### src/rtl/line_change_detector.sv
module line_change_detector #(
  parameter int W = 8,
  parameter int SYNC_STAGES = 2
) (
  input  logic         clk,
  input  logic         rst_n,
  input  logic [W-1:0] pins_i,
  input  logic [W-1:0] rise_en_i,
  input  logic [W-1:0] fall_en_i,
  input  logic [W-1:0] filt_en_i,
  input  logic         fclk_tick_i,
  input  logic         irq_clr_i,
  output logic         event_o,
  output logic [W-1:0] lines_o,
  output logic         irq_o
);
  localparam int LAST = SYNC_STAGES - 1;

  logic [W-1:0] sync_q [SYNC_STAGES];
  logic [W-1:0] prev_q, dirty_q, acc_q;
  logic         event_q, irq_q;

  logic [W-1:0] s, moved, window, differs, release_m, take, went_up, went_dn;
  logic         bus_busy, hit;

  assign s         = sync_q[LAST];
  assign moved     = s ^ prev_q;
  assign window    = (dirty_q | moved) & filt_en_i;
  assign bus_busy  = |window;
  assign differs   = s ^ acc_q;
  assign release_m = filt_en_i & differs & ~window & {W{fclk_tick_i & ~bus_busy}};
  assign take      = (~filt_en_i & differs) | release_m;
  assign went_up   = take & s;
  assign went_dn   = take & ~s;
  assign hit       = |((went_up & rise_en_i) | (went_dn & fall_en_i));

  always_ff @(posedge clk) begin
    if (!rst_n) begin
      for (int k = 0; k < SYNC_STAGES; k++) sync_q[k] <= '0;
      prev_q  <= '0;
      dirty_q <= '0;
      acc_q   <= '0;
      event_q <= 1'b0;
      irq_q   <= 1'b0;
    end else begin
      sync_q[0] <= pins_i;
      for (int k = 1; k < SYNC_STAGES; k++) sync_q[k] <= sync_q[k-1];
      prev_q  <= s;
      dirty_q <= fclk_tick_i ? '0 : window;
      acc_q   <= (acc_q & ~take) | (s & take);
      event_q <= hit;
      irq_q   <= event_q | (irq_q & ~irq_clr_i);
    end
  end

  assign event_o = event_q;
  assign lines_o = acc_q;
  assign irq_o   = irq_q;
endmodule

### config.mk
export PLATFORM = sky130hd
export DESIGN_NAME = line_change_detector
export DESIGN_NICKNAME = d
export VERILOG_FILES = /design/src/rtl/line_change_detector.sv
export SDC_FILE = /design/constraint.sdc
export NUM_CORES = 1
export LEC_CHECK = 0
export BUFFER_PORTS_ARGS = -buffer_cell sky130_fd_sc_hd__buf_2
export CAP_MARGIN = 10
export CORE_UTILIZATION = 45
export DETAILED_ROUTE_END_ITERATION = 12
export GPL_ROUTABILITY_DRIVEN = 0
export MAX_ROUTING_LAYER = met4
export PLACE_DENSITY = 0.7
export SYNTH_ARGS = -nofsm -noshare
export SYNTH_HDL_FRONTEND = slang
export SYNTH_SLANG_ARGS = --single-unit
### constraint.sdc
create_clock -name clk -period 4.75 [get_ports clk]
set_input_delay 0 -clock clk [delete_from_list [all_inputs] [get_ports clk]]
set_output_delay 0 -clock clk [all_outputs]
set_load 0.05 [all_outputs]
==> qor.yml <==
status: "completed"
synth_edf_count: 0
yosysTopAreaCellShare_pct: 45.3
max_freq_ghz: 0.581
io_pins: 46
synth_flop_cell: "dfxtp_1"
synth_cell_types: 38
finalSetupViolCount: 0
cts-buffers-inserted: 5
cts_tree: "built"
drc_errors: 0
p_clk_share_pct: 30.5
post-route-period-util_pct: 36.2
clk_pin_slew_worst_paths_ns: 0.08
avgSynthCellArea_um2: 10.0
dp_slack_ns: 3.03
endpoint_kind: "flip-flop"
intPower_mw: 0.516
wl_per_cell_um: 12.8
final_cells: 295
skew_ns: 0.00599
syn_inst: 185
hold_depth: 3
worstReg2RegStart: "sync_q[0][15]"
total_power_mw: 0.699
htreeDepth: 2
dp.cells: 274
cpPeakStageDelay_ns: 0.36
rsz0062_at_grt: "false"
reg2regPathDepth: 5
cp_num_buf_inv: 0
cts_sinks: 42
cpMaxStageDelayCell: "dfxtp_1"
cap_violations: 0
worstPathCellList: "xor2_1 -> o21ai_2 -> nand4_2 -> o21ai_0 -> mux2i_1"
fillers: 337
dp_hpwl_um: 2710
syn-num-nets: 221
clockBufferDepth: 2
synth-async-reset-ratio_pct: 0
die_area_um2: 4390
p_per_area_nw_per_um2: 300
synth_most_common_cell: "dfxtp_1"
antenna_found_initial: 0
nNetsFinal: 283
gr-total-overflow: 0
regToRegSetupSlack_ns: 3.03
ys_seq_area_share_pct: 45.3
final_hold_viol_count: 0
critical_path.top_delay_family: "compound AO/OA/AOI/OAI gates"
die_w_um: 66.3
via_per_inst: 5.14
grt_pass1_vias: 1385
p_leak_nw: 1.06
required_ns: 4.97
utilization_pct: 61.3
startpoint_type: "flip-flop"
die_h_um: 66.3
p_comb_share_pct: 15.7
yosys_warnings: 0
hp-class: "input port to flip-flop"
synthTopCellsByCount: "dfxtp_1, nand2_1, and2_1"
peakVddDrop_mv: 0.213
seqPwrFrac_pct: 53.8
drt_first_pass_iters: 4
min-delay-start: "filt_en_i[2]"
area_growth_pct: 25.3
ys_ff_latch: 42
grt_usage_pct: 20.1
ant_nets: 0
port_buffers: 45
maxSlewHeadroom_pct: 63.1
drive_gt1_share_pct: 27.1
first_iter_violations: 50
clock_latency_ns: 0.29
drv_slew: 0
core-area_um2: 3800
crit_fanout: 8
worstMarginPinSlew_ns: 0.554
num_vias: 1515
critPathKind: "flip-flop to flip-flop"
antennaDiodeCount: 0
syn-cell-area_um2: 1860
num_rows: 22
setup_tns_ns: 0
worst_slack_ns: 3.03
start_util_pct: 48.9
grt_first_pass_wirelength_um: 6350
min_to: "dirty_q[2]"
power_switching_share_pct: 26.2
synthTopCellsByArea: "dfxtp_1, and2_1, o41ai_2"
critPathArrivalTime_ns: 1.94
grt_max_degree: 37
yosys.area.top_type: "dfxtp_1"
fin_crit_ns: 1.72
routed_wirelength_um: 3770
p_sw_mw: 0.183
cts_root_buf: "clkbuf_8"
[kinds of logic after synthesis]
logic type	count (synthesis)	share of synthesized area (%)
flip-flops	42	45.3
XOR/XNOR	8	4.18
buffers and inverters	14	3.77
AND/OR/NAND/NOR	76	23.8
multiplexers	8	4.31
AO/OA/AOI/OAI	37	18.7
[final cells by class]
type,count,area [um^2],share of cell area (%)
multi-input cells,129,947,40.7
flip-flops and latches,42,841,36.1
repair buffers,59,365,15.7
clock buffers,7,76.3,3.28
well taps,48,60.1,2.58
inverters,10,37.5,1.61
[power groups by stage]
| stage | clock network [mW] | logic [mW] | registers (mW) |
|---|---|---|---|
| floorplan | 0 | 0.0557 | 0.397 |
| global placement | 0 | 0.0996 | 0.383 |
| detailed placement | 0 | 0.101 | 0.384 |
| CTS | 0.220 | 0.109 | 0.376 |
| global route | 0.239 | 0.118 | 0.378 |
| finish | 0.213 | 0.110 | 0.376 |
[per-stage QoR]
stage               hold WS, ns  instance area [um^2]
floorplan                 0.127                  1860
global placement          0.205                  2110
detailed placement        0.209                  2110
CTS                    0.000774                  2320
global route            0.00777                  2330
finish                  0.00674                  2330
[layout by cell type (no fill, tap or decap), types with 2 or more instances in the layout]
cell	n
buf_2	45
dfxtp_1	42
nand2_1	21
and2_1	16
dlygate4sd3_1	14
nand3b_1	12
nor2_1	11
inv_1	10
mux2i_1	8
xor2_1	7
o41ai_2	6
a21oi_1	5
clkbuf_8	5
o21ai_1	4
o21ai_4	4
o21ai_0	3
nand3_1	3
o21a_1	3
nand4b_1	3
o21ai_2	2
o22ai_1	2
o41ai_1	2
nor2b_1	2
clkbuf_1	2
[routing by layer]
layer  global-route usage [%]  routed length, um
met5                        -                  0
met4                     5.59                 36
met3                     6.21                176
met2                     31.9               1730
met1                     24.8               1830
[worst max-delay path by stage]
| stage | cells past startpoint | start | slack, ns | to |
|---|---|---|---|---|
| floorplan | 5 | flip-flop | 2.88 | event_o |
| global placement | 5 | flip-flop | 3.10 | event_o |
| detailed placement | 5 | sync_q[0][15] | 3.03 | flip-flop |
| CTS | 5 | sync_q[0][15] | 3.01 | flip-flop |
| global route | 5 | sync_q[0][15] | 2.85 | flip-flop |
| finish | 5 | sync_q[0][15] | 3.03 | flip-flop |
[worst register-to-register path, stage by stage (launching register included)]
cell and delay (ns):
dfxtp_1 0.36, xor2_1 0.20, o21ai_2 0.20, nand4_2 0.33, o21ai_0 0.33, mux2i_1 0.23
[timing repair]
item | 4_1_cts | 5_1_grt
resized for setup | 0 | 0
setup buffers | 0 | 0
hold buffers | 13 | 1
endpoints found under the hold margin | 13 | 1
Note: power is estimated with default switching activity, not from simulation.
